**config.mk**
```make
export PLATFORM = sky130hd
export DESIGN_NAME = uart_bus_frontend
export DESIGN_NICKNAME = d
export VERILOG_FILES = /design/src/rtl/uart_fe_pkg.sv /design/src/rtl/uart_fe_rx_fifo.sv /design/src/rtl/uart_fe_regs.sv /design/src/rtl/uart_fe_events.sv /design/src/rtl/uart_bus_frontend.sv
export SDC_FILE = /design/constraint.sdc
export NUM_CORES = 1
export LEC_CHECK = 0
export BUFFER_PORTS_ARGS = -buffer_cell sky130_fd_sc_hd__buf_2
export CAP_MARGIN = 20
export CORE_ASPECT_RATIO = 1.5
export CORE_MARGIN = 3
export CORE_UTILIZATION = 45
export CTS_BUF_LIST = sky130_fd_sc_hd__clkbuf_8 sky130_fd_sc_hd__clkbuf_16
export CTS_CLUSTER_SIZE = 14
export DETAILED_ROUTE_END_ITERATION = 12
export GPL_TIMING_DRIVEN = 1
export PLACE_DENSITY_LB_ADDON = 0.2
export REMOVE_ABC_BUFFERS = 1
export SKIP_LAST_GASP = 1
export SYNTH_ARGS = -nofsm -noshare
export SYNTH_HDL_FRONTEND = slang
export SYNTH_SLANG_ARGS = --single-unit
```
**constraint.sdc**
```tcl
create_clock -name clk -period 2.9 [get_ports clk]
set_clock_uncertainty 0.2 [all_clocks]
set_input_delay 0.145 -clock clk [delete_from_list [all_inputs] [get_ports clk]]
set_output_delay 0.145 -clock clk [all_outputs]
set_load 0.005 [all_outputs]
```
**src/rtl/uart_fe_pkg.sv**
```systemverilog
package uart_fe_pkg;
  localparam logic [7:0] OFS_DATA   = 8'h00;
  localparam logic [7:0] OFS_DATA_B = 8'h03;
  localparam logic [7:0] OFS_STAT   = 8'h04;
  localparam logic [7:0] OFS_CTRL   = 8'h08;
  localparam logic [7:0] OFS_DIV    = 8'h0C;

  localparam int CB_RX_EN  = 0;
  localparam int CB_TX_EN  = 1;
  localparam int CB_RX_IRQ = 2;
  localparam int CB_TX_IRQ = 3;

  localparam int SB_READY   = 0;
  localparam int SB_TSHIFT  = 1;
  localparam int SB_TQUEUE  = 2;
  localparam int SB_RX_HALF = 8;
  localparam int SB_RX_FULL = 10;

  typedef enum logic [2:0] {
    SLOT_DATA, SLOT_STAT, SLOT_CTRL, SLOT_DIV, SLOT_NONE
  } slot_e;

  function automatic slot_e decode_slot(input logic [7:0] ofs);
    if (ofs == OFS_DATA || ofs == OFS_DATA_B) return SLOT_DATA;
    if (ofs == OFS_STAT) return SLOT_STAT;
    if (ofs == OFS_CTRL) return SLOT_CTRL;
    if (ofs == OFS_DIV)  return SLOT_DIV;
    return SLOT_NONE;
  endfunction
endpackage

```
**src/rtl/uart_fe_rx_fifo.sv**
```systemverilog
module uart_fe_rx_fifo #(
  parameter int DEPTH  = 16,
  parameter int DATA_W = 8,
  localparam int PTR_W = (DEPTH > 1) ? $clog2(DEPTH) : 1,
  localparam int CNT_W = $clog2(DEPTH + 1)
) (
  input  logic              clk,
  input  logic              rst_n,
  input  logic              push,
  input  logic [DATA_W-1:0] push_data,
  input  logic              pop,
  output logic [DATA_W-1:0] head,
  output logic [CNT_W-1:0]  count,
  output logic              empty,
  output logic              half,
  output logic              full
);
  logic [DATA_W-1:0] slot_q [DEPTH];
  logic [PTR_W-1:0]  wr_ptr, rd_ptr;
  logic              do_push, do_pop;

  assign empty   = (count == '0);
  assign full    = (count == CNT_W'(DEPTH));
  assign half    = (count >= CNT_W'(DEPTH / 2));
  assign do_push = push && !full;
  assign do_pop  = pop && !empty;
  assign head    = slot_q[rd_ptr];

  function automatic logic [PTR_W-1:0] bump(input logic [PTR_W-1:0] p);
    return (p == PTR_W'(DEPTH - 1)) ? '0 : p + PTR_W'(1);
  endfunction

  for (genvar i = 0; i < DEPTH; i++) begin : g_slot
    always_ff @(posedge clk) begin
      if (do_push && wr_ptr == PTR_W'(i)) slot_q[i] <= push_data;
    end
  end

  always_ff @(posedge clk or negedge rst_n) begin
    if (!rst_n) begin
      wr_ptr <= '0;
      rd_ptr <= '0;
      count  <= '0;
    end else begin
      if (do_push) wr_ptr <= bump(wr_ptr);
      if (do_pop)  rd_ptr <= bump(rd_ptr);
      case ({do_push, do_pop})
        2'b10:   count <= count + CNT_W'(1);
        2'b01:   count <= count - CNT_W'(1);
        default: count <= count;
      endcase
    end
  end
endmodule

```
**src/rtl/uart_fe_regs.sv**
```systemverilog
module uart_fe_regs
  import uart_fe_pkg::*;
(
  input  logic        clk,
  input  logic        rst_n,
  input  logic        access,
  input  logic        write,
  input  logic [7:0]  ofs,
  input  logic [31:0] wdata,
  input  logic [7:0]  q_head,
  input  logic        q_empty,
  input  logic        q_half,
  input  logic        q_full,
  output logic [31:0] rdata,
  output logic [31:0] ctrl,
  output logic        q_pop,
  output logic        tx_fire
);
  slot_e       slot;
  logic [31:0] status;

  assign slot    = decode_slot(ofs);
  assign q_pop   = access && !write && slot == SLOT_DATA && !q_empty;
  assign tx_fire = access && write && slot == SLOT_DATA && ctrl[CB_TX_EN];

  always_comb begin
    status             = '0;
    status[SB_READY]   = !q_empty;
    status[SB_TSHIFT]  = 1'b1;
    status[SB_TQUEUE]  = 1'b1;
    status[SB_RX_HALF] = q_half;
    status[SB_RX_FULL] = q_full;
  end

  always_comb begin
    unique case (slot)
      SLOT_DATA: rdata = q_empty ? 32'h0 : {24'h0, q_head};
      SLOT_STAT: rdata = status;
      SLOT_CTRL: rdata = ctrl;
      default:   rdata = 32'h0;
    endcase
  end

  always_ff @(posedge clk or negedge rst_n) begin
    if (!rst_n)                                   ctrl <= '0;
    else if (access && write && slot == SLOT_CTRL) ctrl <= wdata;
  end
endmodule

```
**src/rtl/uart_fe_events.sv**
```systemverilog
module uart_fe_events (
  input  logic       clk,
  input  logic       rst_n,
  input  logic       rx_taken,
  input  logic       rx_irq_en,
  input  logic       tx_fire,
  input  logic       tx_irq_en,
  input  logic [7:0] tx_byte,
  output logic       tx_valid,
  output logic [7:0] tx_data,
  output logic       irq
);
  always_ff @(posedge clk or negedge rst_n) begin
    if (!rst_n) begin
      tx_valid <= 1'b0;
      tx_data  <= '0;
      irq      <= 1'b0;
    end else begin
      tx_valid <= tx_fire;
      if (tx_fire) tx_data <= tx_byte;
      irq <= (rx_taken && rx_irq_en) || (tx_fire && tx_irq_en);
    end
  end
endmodule

```
**src/rtl/uart_bus_frontend.sv**
```systemverilog
module uart_bus_frontend
  import uart_fe_pkg::*;
#(
  parameter int ADDR_W   = 8,
  parameter int RX_DEPTH = 16,
  localparam int CNT_W   = $clog2(RX_DEPTH + 1)
) (
  input  logic              clk,
  input  logic              rst_n,
  input  logic              psel,
  input  logic              penable,
  input  logic              pwrite,
  input  logic [ADDR_W-1:0] paddr,
  input  logic [31:0]       pwdata,
  output logic [31:0]       prdata,
  output logic              pready,
  output logic              pslverr,
  input  logic              rx_valid,
  input  logic [7:0]        rx_data,
  output logic              rx_ready,
  output logic              tx_valid,
  output logic [7:0]        tx_data,
  output logic              irq
);
  logic             access, q_pop, q_empty, q_half, q_full, tx_fire, rx_taken;
  logic [7:0]       q_head;
  logic [31:0]      ctrl_q;
  logic [CNT_W-1:0] rx_count;

  assign pready   = 1'b1;
  assign pslverr  = 1'b0;
  assign access   = psel && penable;
  assign rx_ready = !(ctrl_q[CB_RX_EN] && q_full);
  assign rx_taken = rx_valid && rx_ready && ctrl_q[CB_RX_EN];

  uart_fe_rx_fifo #(.DEPTH(RX_DEPTH), .DATA_W(8)) u_fifo (
    .clk(clk), .rst_n(rst_n), .push(rx_taken), .push_data(rx_data),
    .pop(q_pop), .head(q_head), .count(rx_count), .empty(q_empty),
    .half(q_half), .full(q_full)
  );

  uart_fe_regs u_regs (
    .clk(clk), .rst_n(rst_n), .access(access), .write(pwrite),
    .ofs(paddr[7:0]), .wdata(pwdata), .q_head(q_head), .q_empty(q_empty),
    .q_half(q_half), .q_full(q_full), .rdata(prdata), .ctrl(ctrl_q),
    .q_pop(q_pop), .tx_fire(tx_fire)
  );

  uart_fe_events u_evt (
    .clk(clk), .rst_n(rst_n), .rx_taken(rx_taken),
    .rx_irq_en(ctrl_q[CB_RX_IRQ]), .tx_fire(tx_fire),
    .tx_irq_en(ctrl_q[CB_TX_IRQ]), .tx_byte(pwdata[7:0]),
    .tx_valid(tx_valid), .tx_data(tx_data), .irq(irq)
  );
endmodule

```
=== After elaboration in Yosys (flattened, before gate mapping) ===
Memories as Yosys holds them, arrays and structs flattened.
Cells that the tools add are included.

* Register bits: 55
* RAM bits: 128
* Input bits: 54
* Output and inout bits: 45
* Logic and storage cells: 195
* Memories kept: 1

{| class="wikitable"
|+ Memory list
! name !! depth !! bits a word !! rd ports !! clocked after memory_dff !! wr ports !! RTL line !! source
|-
| u_fifo.slot_q || 16 || 8 || 1 || 0 || 1 || uart_fe_rx_fifo.sv:18 || <nowiki>logic [DATA_W-1:0] slot_q [DEPTH];</nowiki>
|}

* $add $sub $neg: 4
* Magnitude comparators: 1
* Eq/ne operators: 25
* Muxes and demuxes: 100
* Reductions and logical operators: 57

{| class="wikitable"
|+ Operators by type and width
! operator !! count
|-
| 8-bit two-way mux || 16
|-
| 8-bit OR reduction || 15
|-
| 32-bit one-hot mux with 3 select lines || 1
|-
| 4-bit two-way mux || 17
|-
| 1-bit two-way mux || 57
|-
| 4-bit == test (second input constant) || 9
|-
| 1-bit logical AND || 31
|-
| 3-bit two-way mux || 8
|-
| 4-bit by 3-bit == test with 1-bit output (second input constant) || 4
|-
| 8-bit by 4-bit == test with 1-bit output (second input constant) || 2
|-
| 5-bit one-hot mux with 2 select lines || 1
|-
| 4-bit by 1-bit adder with 4-bit output (second input constant) || 2
|-
| 4-bit by 2-bit == test with 1-bit output (second input constant) || 2
|-
| 8-bit by 2-bit == test with 1-bit output (second input constant) || 1
|-
| 8-bit by 3-bit == test with 1-bit output (second input constant) || 1
|-
| 8-bit logical NOT || 1
|-
| 5-bit by 1-bit adder with 5-bit output (second input constant) || 1
|-
| 5-bit == test (second input constant) || 1
|-
| 5-bit by 4-bit greater-or-equal comparator with 1-bit output (second input constant) || 1
|-
| 5-bit logical NOT || 1
|-
| 5-bit by 1-bit subtractor with 5-bit output (second input constant) || 1
|-
| 4-bit by 1-bit == test with 1-bit output (second input constant) || 1
|-
| 1-bit logical NOT || 4
|-
| 4-bit logical NOT || 1
|-
| other kinds (7) || 8
|}

=== Logic depth before layout (Yosys ltp) ===
Gate-level depths: netlist (run 1).

* Word-level depth: 25
* Mapped depth: 13
* Depth with buffers taken out: 12

=== By module ===
A second synthesis (run 1) with hierarchy kept.

* Cell total of the unflattened synthesis: 451
* Area total of the unflattened synthesis: 7,831.3 µm²

{| class="wikitable"
|+ By module, submodules not included
! module !! times used !! cells each !! area an instance (µm²) !! sequential area each (µm²)
|-
| uart_fe_rx_fifo || 1 || 305 || 5,798.1 || 4,169.0
|-
| uart_fe_regs || 1 || 119 || 1,600.3 || 800.8
|-
| uart_fe_events || 1 || 20 || 391.6 || 250.2
|-
| uart_bus_frontend || 1 || 7 || 41.3 || 0.0
|}

=== Worst setup path after synthesis (run 1) ===
OpenSTA, ideal clock, no wires.

* Kind: register -> register
* From: register u_fifo.count[1]
* To: register u_fifo.count[4]
* Setup time: 123 ps
* Arrival: 2,925 ps
* Required time: 2,577 ps
* Slack: -348 ps
* Stages on the path, launching flop included: 14
* Path buffers: 1
* Clock period less this slack: 3,248 ps
* Cell sequence: dfrtp_1 > or3_1 > nor3b_1 > nor2_1 > clkbuf_1 > inv_1 > ha_1 > inv_1 > fa_1 > nor2b_1 > o21ai_0 > nand3_1 > or3b_2 > xnor2_1

* Cells in the longest elaborated chain, start to end: 8
* Elaborated cells on any way between the ends: 17
* Those cells by class: add/sub: 2; eq/ne: 3; mux: 1; reduce/logical: 11

{| class="wikitable"
|+ RTL lines
! what !! RTL line !! source
|-
| from (decl) || uart_fe_rx_fifo.sv:13 || <nowiki>output logic [CNT_W-1:0] count,</nowiki>
|-
| from (signal assigned) || uart_fe_rx_fifo.sv:48 || <nowiki>2'b10: count <= count + CNT_W'(1);</nowiki>
|-
| from (signal assigned) || uart_fe_rx_fifo.sv:49 || <nowiki>2'b01: count <= count - CNT_W'(1);</nowiki>
|-
| from (signal assigned) || uart_fe_rx_fifo.sv:50 || <nowiki>default: count <= count;</nowiki>
|-
| 5-bit == test || uart_fe_rx_fifo.sv:23 || <nowiki>assign full = (count == CNT_W'(DEPTH));</nowiki>
|-
| 1-bit logical AND || uart_bus_frontend.sv:33 || <nowiki>assign rx_ready = !(ctrl_q[CB_RX_EN] && q_full);</nowiki>
|-
| 1-bit logical NOT || uart_bus_frontend.sv:33 ||
|-
| 1-bit logical AND (2 in series) || uart_bus_frontend.sv:34 || <nowiki>assign rx_taken = rx_valid && rx_ready && ctrl_q[CB_RX_EN];</nowiki>
|-
| 1-bit logical AND || uart_fe_rx_fifo.sv:25 || <nowiki>assign do_push = push && !full;</nowiki>
|-
| 2-bit by 1-bit == test with 1-bit output or 2-bit == test (tied branches) || uart_fe_rx_fifo.sv:47 || <nowiki>case ({do_push, do_pop})</nowiki>
|-
| 5-bit one-hot mux with 2 select lines or 2-bit nonzero test (tied branches) || - ||
|}

Parallel ways exist; a longest one is shown, timed or not.
A chain may end at the register's enable or synchronous reset.

=== Worst setup path in the final report (run 1) ===
Same ends and word-level chain as after synthesis.

==> results of run 1 <==
==> power groups by stage <==
stage	Sequential [uW]	Clock (uW)	Combinational, uW
2_1_floorplan	2890	0	59.8
3_3_place_gp	2890	0	164
3_5_place_dp	2890	0	169
4_1_cts	2840	2380	219
5_1_grt	2840	2490	242
6_report	2840	2330	216
==> timing repair <==
| action | 4_1_cts | 5_1_grt |
|---|---|---|
| resized for setup | 11 | 6 |
| endpoints found under the setup margin | 4 | 6 |
| endpoints found under the hold margin | 201 | 0 |
| hold buffers | 41 | 0 |
| pin swaps | 3 | 2 |
| setup buffers | 3 | 0 |
==> layout make-up <==
class	instances	area share (%)
tap	206	2.69
sequential	183	54.5
clock buffer	17	4.44
multi-input combinational	233	24.5
inverter	8	0.314
timing repair buffer	164	11.5
clock inverter	15	2.01
==> synth_stat cells, drive strengths merged <==
master  count  area share (%)
edfxtp    128              50
dfrtp      55              18
mux2       42             6.3
mux4       32             9.4
nor2       24             1.2
and2       22             1.8
nand2      19             1.0
buf        18             1.6
mux2i      16             2.1
o21ai      10            0.65
ha          9             1.5
inv         8            0.39
clkbuf      6            0.29
nand3       6            0.39
a21oi       5            0.33
nor3        5            0.33
a211o       4            0.46
and3        4            0.33
xnor2       4            0.46
nand2b      3            0.24
nor2b       3            0.24
o22a        3            0.34
xor2        3            0.34
a21o        2            0.21
a22o        2            0.23
a22oi       2            0.20
conb        2           0.098
or3         2            0.23
a31o        1            0.11
a31oi       1           0.082
fa          1            0.26
nor3b       1           0.098
nor4        1           0.082
nor4b       1            0.31
o221ai      1            0.11
o31ai       1           0.098
or3b        1            0.11
==> through the flow <==
step / instance area [um2] / total power (uW) / setup TNS, ns / hold slack (ns) / setup WS (ns)
after global routing: 9580 / 5570 / -0.0562 / 0.125 / -0.0470
after detailed placement: 8450 / 3060 / -0.297 / 0.0714 / -0.273
after CTS: 9540 / 5440 / 0 / 0.0725 / 0.0109
after floorplan: 7520 / 2950 / -0.279 / -0.351 / -0.279
after global placement: 8450 / 3060 / -0.188 / 0.0685 / -0.188
final: 9580 / 5390 / 0 / 0.0864 / 0.0243
==> per-layer routing <==
layer	vias to the layer above	share of wire [%]	GRT usage, %
li1	2012	-	-
met1	2187	40	20.6
met2	118	55	33.4
met3	16	3.9	4.05
met4	0	1.2	4.65
met5	-	0	0
==> final timing paths <==
check                                     start          endpoint  slack (ns)
worst max-delay path            u_fifo.count[1]   u_fifo.count[4]        0.02
worst min-delay path                   rx_valid  u_fifo.wr_ptr[0]        0.09
worst max register to register  u_fifo.count[1]   u_fifo.count[4]        0.02
worst min register to register  u_regs.ctrl[27]   u_regs.ctrl[27]        0.29
max in group asynchronous                 rst_n   u_regs.ctrl[19]        1.69
min in group asynchronous                 rst_n   u_regs.ctrl[17]        0.12
==> state kept, by name (all words and copies together) (netlist names) <==
register	count
u_fifo.count	5
u_regs.ctrl	32
u_evt.irq	1
u_fifo.rd_ptr	4
u_evt.tx_valid	1
u_evt.tx_data	8
u_fifo.wr_ptr	4
u_fifo.slot_q	128
==> logic make-up (layout without fill, tap and decap cells) <==
| kind of cell | after synthesis | count (layout) | share of synthesized area, % |
|---|---|---|---|
| adders and majority gates | 10 | 10 | 1.73 |
| other | 2 | 2 | 0.0980 |
| and+or+nand+nor | 92 | 92 | 6.37 |
| AOI/OAI and AO/OA | 32 | 32 | 2.82 |
| xor gates and xnor gates | 7 | 7 | 0.800 |
| DFF | 183 | 183 | 68.1 |
| muxes | 90 | 90 | 17.8 |
| buffers and inverters | 32 | 204 | 2.32 |
==> worst min-delay path: stages <==
cell     delay (ns)
buf_2          0.10
nand2_1        0.07
nor2_1         0.05
buf_4          0.17
o21ai_0        0.14
==> metrics.yaml, run 1 <==
cts:
  cts_tree: "done"
  clk_latency_ns: 0.43
  cts_buffers: 17
  clockRootBuffer: "clkbuf_16"
  clk_pin_slew_ns: 0.07
  htree_levels: 4
  cts.sinks: 183
  clockBufferDepth: 2
layout:
  synthToLayoutAreaGrowth_pct: 25.0
  n_fill_cell: 1259
  final_cell_mix: "128 x edfxtp_1, 96 x buf_2, 54 x dfrtp_1"
  final_core_util_pct: 58.1
  multiInputGateArea_um2: 2340
  num_antenna_cells: 0
  drive_above_1_share_pct: 40.0
  final_common_cell: "edfxtp_1"
  final_nets: 671
  ff_latch_area_um2: 5220
  final_cells: 826
drt:
  postRouteWirelength_um: 16100
  drt-initial-drc-count: 182
  avgRoutedWirePerCell_um: 19.4
  drcViolationCount: 0
  vias: 4333
  dr.pass1.iters: 4
  antenna_left: 0
  viasPerCell: 5.25
setup_path:
  slowest_stage: "or3_4"
  cp-end-kind: "flip-flop"
  crit_fanout: 3
  cp.depth: 10
  path_delay_family: "simple AND/OR/NAND/NOR gates"
  crit_path_cell_trace: "or3_4, or3_4, and3_4, ha_4, ha_4, nor2b_2, o21ai_2, a21oi_1, or3b_4, xnor2_1"
  critical_path.max_stage_delay_ns: 0.40
  start_kind: "flip-flop"
  crit_buf_inv: 0
  r2r_cells: 10
  cp_data_arrival_time_ns: 2.99
  critPathRequiredTime_ns: 3.02
  crit_type: "flip-flop to flip-flop"
min_path:
  hold_path.class: "primary input to flip-flop"
  hold_depth: 5
placement:
  gp_congestion: 0.800
  dp_hpwl_um: 10800
  io_buffers: 96
  dp_cells: 750
power:
  combPwrFrac_pct: 4.0
  clock_power_share_pct: 43.3
  sequentialPowerShare_pct: 52.7
  p_switching_uw: 1280
  p_leak_uw: 0.00381
  p_int_uw: 4110
  p_sw_share_pct: 23.7
  powerDensity_nw_per_um2: 562
  ir_worst_vdd_mv: 0.384
floorplan:
  die_w_um: 113
  die_h_um: 166
  io_pins: 99
  dieArea_um2: 18700
  start_util_pct: 46.5
  coreArea_um2: 16500
  rows: 57
global_routing:
  grt_pass1_vias: 4715
  antenna_found_initial: 0
  grt_pass1_wl_um: 25500
  gr-total-overflow: 0
  grt_usage_pct: 18.0
  grt_max_degree: 36
yosys:
  syn_inst: 448
  ys_seq_area_share_pct: 68.1
  ys_ff_latch: 183
  avgSynthCellArea_um2: 17.1
  yosysUniqueCellTypes: 45
  ys_warn_count: 0
  synth_area_um2: 7660
sta:
  tightestPinTransition_ns: 0.919
  final_hold_viol_count: 0
  period_share_pct: 99.2
  min_period_ns: 2.88
  slew_violations: 0
  setup_viol: 0
  max_freq_mhz: 348
  rsz0062_at_grt: "yes"
  relSlewSlack_pct: 38.5
job:
  cap_violations: 0
run_status:
  outcome: "finished, final reports clean"
Note: power is estimated with default switching activity, not from simulation.
==> inputs of run 2 (changes only) <==
--- a/config.mk
+++ b/config.mk
@@ -6,7 +6,7 @@
 export NUM_CORES = 1
 export LEC_CHECK = 0
 export BUFFER_PORTS_ARGS = -buffer_cell sky130_fd_sc_hd__buf_2
-export CAP_MARGIN = 20
+export CAP_MARGIN = 5
 export CORE_ASPECT_RATIO = 1.5
 export CORE_MARGIN = 3
 export CORE_UTILIZATION = 45
==> constraint.sdc (replaced) <==
create_clock -name clk -period 2.4 [get_ports clk]
set_clock_uncertainty 0.2 [all_clocks]
set_input_delay 0.12 -clock clk [delete_from_list [all_inputs] [get_ports clk]]
set_output_delay 0.12 -clock clk [all_outputs]
set_load 0.005 [all_outputs]
==> run 2 against run 1 <==
  * Fmax rose by 0.57%
  * Combinational power is 31% higher
  * The run now ends with negative setup slack left
  * Worst setup slack worse by 0.48 ns
  * Register-to-register slack lost 0.48 ns
  * Sequential share of layout area shrank 1.5 points
  * Global-route usage grew 0.065 points
  * Worst hold slack improved by 0.018 ns
  * Sequential power up 21%
  * Flip-flop and latch count unchanged
  * Final cell count up 1.8%
  * First-iteration DRC count up 41%
==> metrics.yaml, run 2 (synthesis results as in run 1) <==
drt:
  antenna_left: 0  # unchanged
  vias: 4487  # +3.6%
  dr.pass1.iters: 4  # unchanged
  avgRoutedWirePerCell_um: 19.9  # +2.2%
  met3_length_um: 764  # +21%
  wl_met1_um: 6460  # +1.2%
  route.met2.wl_um: 9090  # +2.6%
  postRouteWirelength_um: 16700  # +4.0%
  top_layer: "met4"
  drcViolationCount: 0  # unchanged
  viasPerCell: 5.34  # +1.7%
  drt-initial-drc-count: 257  # +41%
floorplan:
  die_w_um: 113  # unchanged
  die_h_um: 166  # unchanged
  rows: 57  # unchanged
  start_util_pct: 46.5  # unchanged
  io_pins: 99  # unchanged
  coreArea_um2: 16500  # unchanged
  dieArea_um2: 18700  # unchanged
layout:
  final_common_cell: "edfxtp_1"
  final_cells: 841  # +1.8%
  top_regs: "u_fifo.slot_q (128), u_regs.ctrl (32), u_evt.tx_data (8)"
  n_fill_cell: 1232  # -2.1%
  drive_above_1_share_pct: 45.4  # +5.4 points
  top_register: "u_fifo.slot_q"
  largest_reg_flops: 128  # unchanged
  num_antenna_cells: 0  # unchanged
  synthToLayoutAreaGrowth_pct: 28.4
  final_core_util_pct: 59.7  # +1.6 points
  final_cell_mix: "128 x edfxtp_1, 96 x buf_2, 53 x dfrtp_1"
  final_nets: 686  # +2.2%
setup_path:
  slowest_stage: "or3_4"
  r2r_start: "u_fifo.count[1]"
  reg2reg_slack_ns: -0.46  # -0.48 ns
  crit_path_cell_trace: "or3_4, or3_4, and3_4, ha_4, ha_4, nor2b_2, o21ai_2, a21oi_2, or3b_4, xnor2_1"
  critical_path.max_stage_delay_ns: 0.39  # about the same
  critPathRequiredTime_ns: 2.52  # -0.50 ns
  cp_data_arrival_time_ns: 2.97  # -0.02 ns
  regToRegEndpoint: "u_fifo.count[4]"
  crit_fanout: 3  # unchanged
  crit_type: "flip-flop to flip-flop"
  cp-end-kind: "flip-flop"
  path_delay_family: "simple AND/OR/NAND/NOR gates"
  start_kind: "flip-flop"
  crit_buf_inv: 0  # unchanged
  r2r_cells: 10  # unchanged
min_path:
  hold_start: "rx_valid"
  whs_endpoint: "u_fifo.wr_ptr[1]"
  hold_depth: 6  # +1
  hold_path.class: "primary input to flip-flop"
placement:
  gp_congestion: 0.799  # -0.19%
  dp_cells: 761  # +1.5%
  dpl_worst_slack_ns: -0.785  # -0.512 ns
  io_buffers: 96  # unchanged
  dp_hpwl_um: 11100  # +2.4%
sta:
  setup_viol: 11  # +11
  worst_slack_ns: -0.459  # -0.484 ns
  final.setup.tns_ns: -3.34  # -3.34 ns
  rsz0062_at_grt: "yes"
  tightestPinTransition_ns: 0.696  # -0.222 ns
  slew_violations: 0  # unchanged
  max_freq_mhz: 350  # +0.57%
  period_share_pct: 119  # +20 points
  min_period_ns: 2.86  # -0.0162 ns
  final_hold_viol_count: 0  # unchanged
  relSlewSlack_pct: 53.6  # +15 points
power:
  p_leak_uw: 0.00389  # +2.0%
  p_int_uw: 4930  # +20%
  p_sw_share_pct: 22.8  # -0.89 points
  p_switching_uw: 1460  # +14%
  sequentialPowerShare_pct: 53.7  # +1.0 points
  combPwrFrac_pct: 4.4  # +0.4 points
  powerDensity_nw_per_um2: 649  # +15%
  clock_power_share_pct: 41.9  # -1.4 points
  ir_worst_vdd_mv: 0.520  # +36%
global_routing:
  antenna_found_initial: 0  # unchanged
  gr-total-overflow: 0  # unchanged
  grt_pass1_wl_um: 25900  # +1.3%
  grt_max_degree: 56  # +56%
  grt_pass1_vias: 4724  # +0.19%
  grt_usage_pct: 18.0  # +0.065 points
cts:
  cts_tree: "done"
  clk_latency_ns: 0.42  # about the same
  cts.sinks: 183  # unchanged
  clockBufferDepth: 2  # unchanged
  clockRootBuffer: "clkbuf_16"
  clk_pin_slew_ns: 0.08  # about the same
  htree_levels: 4  # unchanged
  cts_buffers: 17  # unchanged
job:
  cap_violations: 0  # unchanged
run_status:
  outcome: "finished, violations left"
  violations: "negative setup slack"
-- run 2: changes by cell type in the layout (fill, tap and decap cells not counted), sizes merged --
cell,previous run,this run
buf,123,138
clkinv,5,6
inv,17,15
clkinvlp,1,2
-- run 2: power groups by stage --
stage               clock, uW  sequential, uW  combinational, uW
floorplan                   0            3490               72.2
global placement            0            3490                200
detailed placement          0            3500                206
CTS                      2740            3430                269
global route             2850            3430                314
finish                   2680            3430                284
-- run 2: worst max-delay path by stage --
stage	end	from	slack, ns	cells past startpoint
floorplan	u_fifo.count[4]	u_fifo.count[1]	-0.78	10
global placement	u_fifo.count[4]	u_fifo.count[1]	-0.71	10
detailed placement	u_fifo.count[4]	u_fifo.count[1]	-0.79	12
CTS	u_fifo.count[4]	u_fifo.count[2]	-0.47	10
global route	u_fifo.count[4]	u_fifo.count[1]	-0.55	12
finish	u_fifo.count[4]	u_fifo.count[1]	-0.46	10
-- run 2: worst reg2reg max path, cell delays in order, from the launching register on --
cell,delay [ns]
dfrtp_1,0.38
or3_4,0.39
or3_4,0.34
and3_4,0.17
ha_4,0.18
ha_4,0.22
nor2b_2,0.15
o21ai_2,0.16
a21oi_2,0.07
or3b_4,0.37
xnor2_1,0.13
-- run 2: final cells by class --
type | count | area (um2) | area share, %
Timing Repair Buffer | 179 | 1270 | 12.9
Multi-Input combinational cell | 233 | 2480 | 25.2
Clock buffer | 17 | 425 | 4.32
Sequential cell | 183 | 5220 | 53.1
Inverter | 8 | 32.5 | 0.330
Tap cell | 206 | 258 | 2.62
Clock inverter | 15 | 156 | 1.59
-- run 2: what timing repair did --
action | CTS | global route
endpoints found under the hold margin | 223 | 0
setup endpoints to repair | 112 | 54
gates resized for setup | 34 | 28
hold buffers | 41 | 0
pin swaps | 10 | 17
buffers inserted | 8 | 6
-- run 2: per-layer routing --
layer  global-route usage, %  vias to the layer above
met5                       0                        -
met4                    7.01                        0
met3                    3.61                       24
met2                    31.7                      163
met1                    21.6                     2242
li1                        -                     2058
-- run 2: per-stage QoR --
stage	total power [uW]	area (um2)	hold WS, ns
6_report	6390	9840	0.104
5_1_grt	6600	9840	0.120
4_1_cts	6430	9760	0.0819
3_5_place_dp	3700	8590	0.0996
3_3_place_gp	3690	8590	0.0956
2_1_floorplan	3570	7520	-0.376
